===== src/rtl/irq_cause_pkg.sv =====
package irq_cause_pkg;
    localparam int HALF_W = 32;
    localparam int VEC_W  = 2 * HALF_W;

    typedef enum logic [2:0] {
        RA_CAUSE_LO = 3'd0,
        RA_CAUSE_HI = 3'd1,
        RA_MASK_LO  = 3'd2,
        RA_MASK_HI  = 3'd3,
        RA_SELECT   = 3'd4
    } rd_addr_e;

    // Reserved cause positions: 29..31, 35, 51..55, 61..63
    localparam logic [VEC_W-1:0] RSVD_DEFAULT = 64'hE0F8_0008_E000_0000;
endpackage


===== src/rtl/cause_capture.sv =====
module cause_capture #(
    parameter int             W    = 64,
    parameter logic [W-1:0]   RSVD = '0
) (
    input  logic         clk,
    input  logic         rst_n,
    input  logic [W-1:0] src_i,
    output logic [W-1:0] cause_d,
    output logic [W-1:0] cause_q
);
    assign cause_d = src_i & ~RSVD;

    always_ff @(posedge clk or negedge rst_n) begin
        if (!rst_n) cause_q <= '0;
        else        cause_q <= cause_d;
    end
endmodule


===== src/rtl/mask_halves.sv =====
module mask_halves #(
    parameter int HW = 32
) (
    input  logic            clk,
    input  logic            rst_n,
    input  logic            wr_en_i,
    input  logic            wr_hi_i,
    input  logic [HW-1:0]   wr_data_i,
    output logic [2*HW-1:0] mask_d,
    output logic [2*HW-1:0] mask_q
);
    localparam int NHALF = 2;

    for (genvar h = 0; h < NHALF; h++) begin : g_half
        localparam logic HSEL = 1'(h);
        logic hit;
        assign hit = wr_en_i && (wr_hi_i == HSEL);
        assign mask_d[h*HW +: HW] = hit ? wr_data_i : mask_q[h*HW +: HW];

        always_ff @(posedge clk or negedge rst_n) begin
            if (!rst_n) mask_q[h*HW +: HW] <= '0;
            else        mask_q[h*HW +: HW] <= mask_d[h*HW +: HW];
        end
    end
endmodule


===== src/rtl/select_view.sv =====
module select_view
    import irq_cause_pkg::*;
#(
    parameter int HW = 32
) (
    input  logic [2:0]      rd_addr_i,
    input  logic [2*HW-1:0] cause_i,
    input  logic [2*HW-1:0] mask_i,
    output logic [HW-1:0]   rd_data_o
);
    localparam int FLAG_HI   = HW - 2;
    localparam int FLAG_BOTH = HW - 1;

    logic [2*HW-1:0] pend;
    logic            pend_lo, pend_hi;
    logic [HW-1:0]   sel_word;

    assign pend    = cause_i & mask_i;
    assign pend_lo = |pend[HW-1:0];
    assign pend_hi = |pend[2*HW-1:HW];

    always_comb begin
        sel_word = cause_i[HW-1:0];
        if (pend_hi && !pend_lo) begin
            sel_word = cause_i[2*HW-1:HW];
            sel_word[FLAG_HI] = 1'b1;
        end else if (pend_hi && pend_lo) begin
            sel_word[FLAG_BOTH] = 1'b1;
        end
    end

    always_comb begin
        unique case (rd_addr_i)
            RA_CAUSE_LO: rd_data_o = cause_i[HW-1:0];
            RA_CAUSE_HI: rd_data_o = cause_i[2*HW-1:HW];
            RA_MASK_LO:  rd_data_o = mask_i[HW-1:0];
            RA_MASK_HI:  rd_data_o = mask_i[2*HW-1:HW];
            RA_SELECT:   rd_data_o = sel_word;
            default:     rd_data_o = '0;
        endcase
    end
endmodule


===== src/rtl/irq_cause_agg.sv =====
module irq_cause_agg
    import irq_cause_pkg::*;
#(
    parameter int                   HW   = HALF_W,
    parameter logic [2*HW-1:0]      RSVD = RSVD_DEFAULT
) (
    input  logic            clk,
    input  logic            rst_n,
    input  logic [2*HW-1:0] src_i,
    input  logic            wr_en_i,
    input  logic            wr_hi_i,
    input  logic [HW-1:0]   wr_data_i,
    input  logic [2:0]      rd_addr_i,
    output logic [HW-1:0]   rd_data_o,
    output logic            irq_o
);
    localparam int VW = 2 * HW;

    logic [VW-1:0] cause_d, cause_q;
    logic [VW-1:0] mask_d, mask_q;
    logic          irq_q;

    cause_capture #(.W(VW), .RSVD(RSVD)) u_cause (
        .clk(clk), .rst_n(rst_n), .src_i(src_i),
        .cause_d(cause_d), .cause_q(cause_q)
    );

    mask_halves #(.HW(HW)) u_mask (
        .clk(clk), .rst_n(rst_n), .wr_en_i(wr_en_i), .wr_hi_i(wr_hi_i),
        .wr_data_i(wr_data_i), .mask_d(mask_d), .mask_q(mask_q)
    );

    select_view #(.HW(HW)) u_view (
        .rd_addr_i(rd_addr_i), .cause_i(cause_q), .mask_i(mask_q),
        .rd_data_o(rd_data_o)
    );

    always_ff @(posedge clk or negedge rst_n) begin
        if (!rst_n) irq_q <= 1'b0;
        else        irq_q <= |(cause_d & mask_d);
    end

    assign irq_o = irq_q;
endmodule


===== config.mk =====
export PLATFORM = sky130hd
export DESIGN_NAME = irq_cause_agg
export DESIGN_NICKNAME = d
export VERILOG_FILES = /design/src/rtl/irq_cause_pkg.sv /design/src/rtl/cause_capture.sv /design/src/rtl/mask_halves.sv /design/src/rtl/select_view.sv /design/src/rtl/irq_cause_agg.sv
export SDC_FILE = /design/constraint.sdc
export NUM_CORES = 1
export LEC_CHECK = 0
export ABC_AREA = 1
export BUFFER_PORTS_ARGS = -buffer_cell sky130_fd_sc_hd__buf_2
export CAP_MARGIN = 20
export CORE_UTILIZATION = 40
export CTS_CLUSTER_DIAMETER = 60
export CTS_CLUSTER_SIZE = 20
export DETAILED_ROUTE_END_ITERATION = 8
export SETUP_SLACK_MARGIN = 0.05
export SLEW_MARGIN = 20
export SYNTH_ARGS = -nofsm -noshare
export SYNTH_HDL_FRONTEND = slang
export SYNTH_SLANG_ARGS = --single-unit

===== constraint.sdc =====
create_clock -name clk -period 2 [get_ports clk]
set_input_delay 0.1 -clock clk [delete_from_list [all_inputs] [get_ports clk]]
set_output_delay 0.1 -clock clk [all_outputs]
set_load 0.05 [all_outputs]

==> results.cfg <==
[sta]
relSlewSlack_pct = 64.3
endpoints_failing_setup = 31
unrepaired_setup_endpoints_after_global_routing = yes
final_hold_viol_count = 0
sum_of_negative_setup_slack_ps = -6450
final-max-slew-violation-count = 0
fin_ws_ps = -255
post-route-min-period_ps = 2260
worst-slew-pin-transition_ps = 535
clock_skew_ps = 3.59
timing.final.crit_share_pct = 113
achievable-frequency_mhz = 443

[final_layout]
layout-area-overhead-vs-synth_pct = 53.4
fillers = 1327
drive_gt1_share_pct = 31.9
post-route-cell-area_um2 = 9590
register_area_um2 = 2930
finish.cell_count_without_fillers = 1276
num-nets-final = 1177
area_used_by_multi_input_combinational_logic_um2 = 3100

[global_route]
grtUsageTotal_pct = 26.8
grt_start_max_net_pins = 42
grt_antenna_before_repair = 0
first_global_vias = 6241
grt_pass1_wl_um = 32200
gr-total-overflow = 0

[die]
core-area_um2 = 15200
horizontal_die_dimension_um = 127
die-area_um2 = 16100
fp-row-count = 45
floorplan.initialDensity_pct = 41.1
ioPinCount = 136
dieHeight_um = 127

[yosys]
synth_seq_cells = 117
asyncSetResetFlopFracSynth_pct = 100
postSynthCellCount = 831
synth.top_cell.area_share_pct = 46.9
post_synth_instance_area_um2 = 6250
synth_ff_type = dfrtp_1
synthDominantAreaCellType = dfrtp_1
synth.area.top_cells = dfrtp_1, nand2_1, inv_1
ys_warn_count = 0
synth_enable_flop_cells = 0
synth_cell_types = 29
postSynthNetCount = 934
synth_area_per_cell_um2 = 7.52
post-synth-top-count-cell = nand2_1
synth-seq-area-share_pct = 46.9
synth_common_cells = nand2_1, inv_1, dfrtp_1, nand3_1, nor2_1

[place]
dp_slack_ps = 113
finalWeightedCongestion = 0.786
placed_cells = 1137
dpl-instance-area_um2 = 7130
io_buffer_count = 123
detailed_place_hpwl_um = 14000

[drt]
drc = 0
viasPerCell = 5.01
remaining_number_of_nets_flagged_by_the_antenna_check_after_routing = 0
post_detailed_route_wirelength_per_cell_um = 16.5
routed_wirelength_um = 21100
drc_violation_total_after_the_first_tritonroute_iteration = 465
first_pass_iters = 5
routed-via-count = 6387

[pwr]
p_per_area_nw_per_um2 = 756
ir_drop_v = 0.000628
power.leakage_nw = 4.84
power.total_mw = 7.25

[clock_tree]
number_of_buffers_created_by_cts = 17
cts_max_path_bufs = 2
clock-root-buffer = clkbuf_16
cts.htree.levels = 4
clock-sinks = 117
clk-insertion-delay-late_ps = 430
cts.reportedPaths.clkPinSlew_ps = 50
clock_tree_from_tritoncts = done

[setup_path]
rr_worst_depth = 9
r2r_start = u_mask.mask_q[10]
cp_max_fo = 7
critical_path.endpoint_type = output port
rr_endpoint = irq_o
cp.arrival_ps = 2160
regToRegSetupSlack_ps = 360
required_time_reported_for_the_critical_path_endpoint_ps = 1900
crit_type = flop to output port
critical_path.startpoint_type = flop

[min_path]
min-delay-path-class = primary input to flop
timing.hold.worst_endpoint = u_mask.mask_q[42]
holdPathStages = 3
hp-start = wr_data_i[10]

[status]
status = finished, violations left
failing_checks = negative setup slack

[flow_run]
max_cap_violations = 0
[logic make-up after synthesis]
kind of cell | share of synthesized area [%]
and+or+nand+nor | 28.7
buffers and inverters | 11.6
AOI/OAI and AO/OA | 12.8
DFF | 46.9
[critical path: stages, from the launching register on]
cell and delay, ps:
dfrtp_1 400, nand2_1 80, nand2_1 70, inv_2 90, nand2_2 60, nor2_2 120
nand2_2 70, nor2_4 160, buf_12 140, buf_12 140, nand3_2 70, nand3_2 70
nand2_2 80, buf_8 160
[cell usage in the layout, fill, tap and decap left out, drive strengths merged, types with 2 or more instances in the layout]
cell / netlist / final
clkbuf: 3 / 24
dlygate4sd3: 0 / 84
clkinv: 0 / 6
nand3b: 2 / 2
o21ai: 30 / 30
o221ai: 2 / 2
buf: 29 / 171
o22ai: 33 / 33
nand3: 84 / 84
nor2: 55 / 55
o211ai: 10 / 10
a211oi: 6 / 6
nand2: 289 / 289
dfrtp: 117 / 117
o21a: 27 / 27
inv: 131 / 131
a221oi: 3 / 3
a21oi: 2 / 2
a22oi: 6 / 6
clkinvlp: 0 / 3
[state kept, by name, indices dropped and copies added (netlist names)]
signal,flops
u_cause.cause_q,52
u_mask.mask_q,64
irq_o,1
[timing repair]
item | in CTS | in global routing
hold buffers | 84 | 0
pin swaps | 20 | 55
buffers inserted | 9 | 11
gates resized for setup | 127 | 111
endpoints found under the hold margin | 141 | 0
setup endpoints to repair | 31 | 31
gates cloned | 3 | 1
[where the power goes]
group          switching, mW  leakage [nW]  internal [mW]
Clock                   1.09         0.265           1.69
Sequential             0.129          1.36           2.59
Combinational           1.04          3.22          0.712
[per-layer routing]
metal	vias up	part of all wire, %	GRT usage [%]
met4	0	2.0	9.66
li1	3128	-	-
met1	3025	44	34.8
met3	34	4.9	4.98
met5	-	0	0
met2	200	49	44.7
[per-stage QoR]
step / hold slack [ps] / utilization, %
3_3_place_gp: 118 / 46.9
5_1_grt: 23.9 / 63.1
3_5_place_dp: 119 / 46.9
6_report: 1.49 / 63.1
2_1_floorplan: -196 / -
4_1_cts: 8.01 / 59.7
[how the worst max path moves through the flow]
| stage | to | slack, ps | startpoint |
|---|---|---|---|
| after global routing | rd_data_o[7] | -350 | u_cause.cause_q[22] |
| after CTS | rd_data_o[18] | -230 | u_cause.cause_q[9] |
| after detailed placement | rd_data_o[21] | 110 | u_mask.mask_q[11] |
| after global placement | rd_data_o[3] | 140 | u_mask.mask_q[11] |
| after floorplan | rd_data_o[30] | 400 | u_mask.mask_q[15] |
| final | rd_data_o[16] | -260 | u_mask.mask_q[22] |
[final cells by class]
type / instances / area share (%)
well taps: 188 / 2.45
clock inverters: 9 / 0.548
flip-flops and latches: 117 / 30.5
diodes: 1 / 0.0261
inverters: 131 / 5.13
clock buffers: 23 / 5.09
repair buffers: 256 / 23.9
multi-input cells: 551 / 32.4
Note: power is estimated with default switching activity, not from simulation.
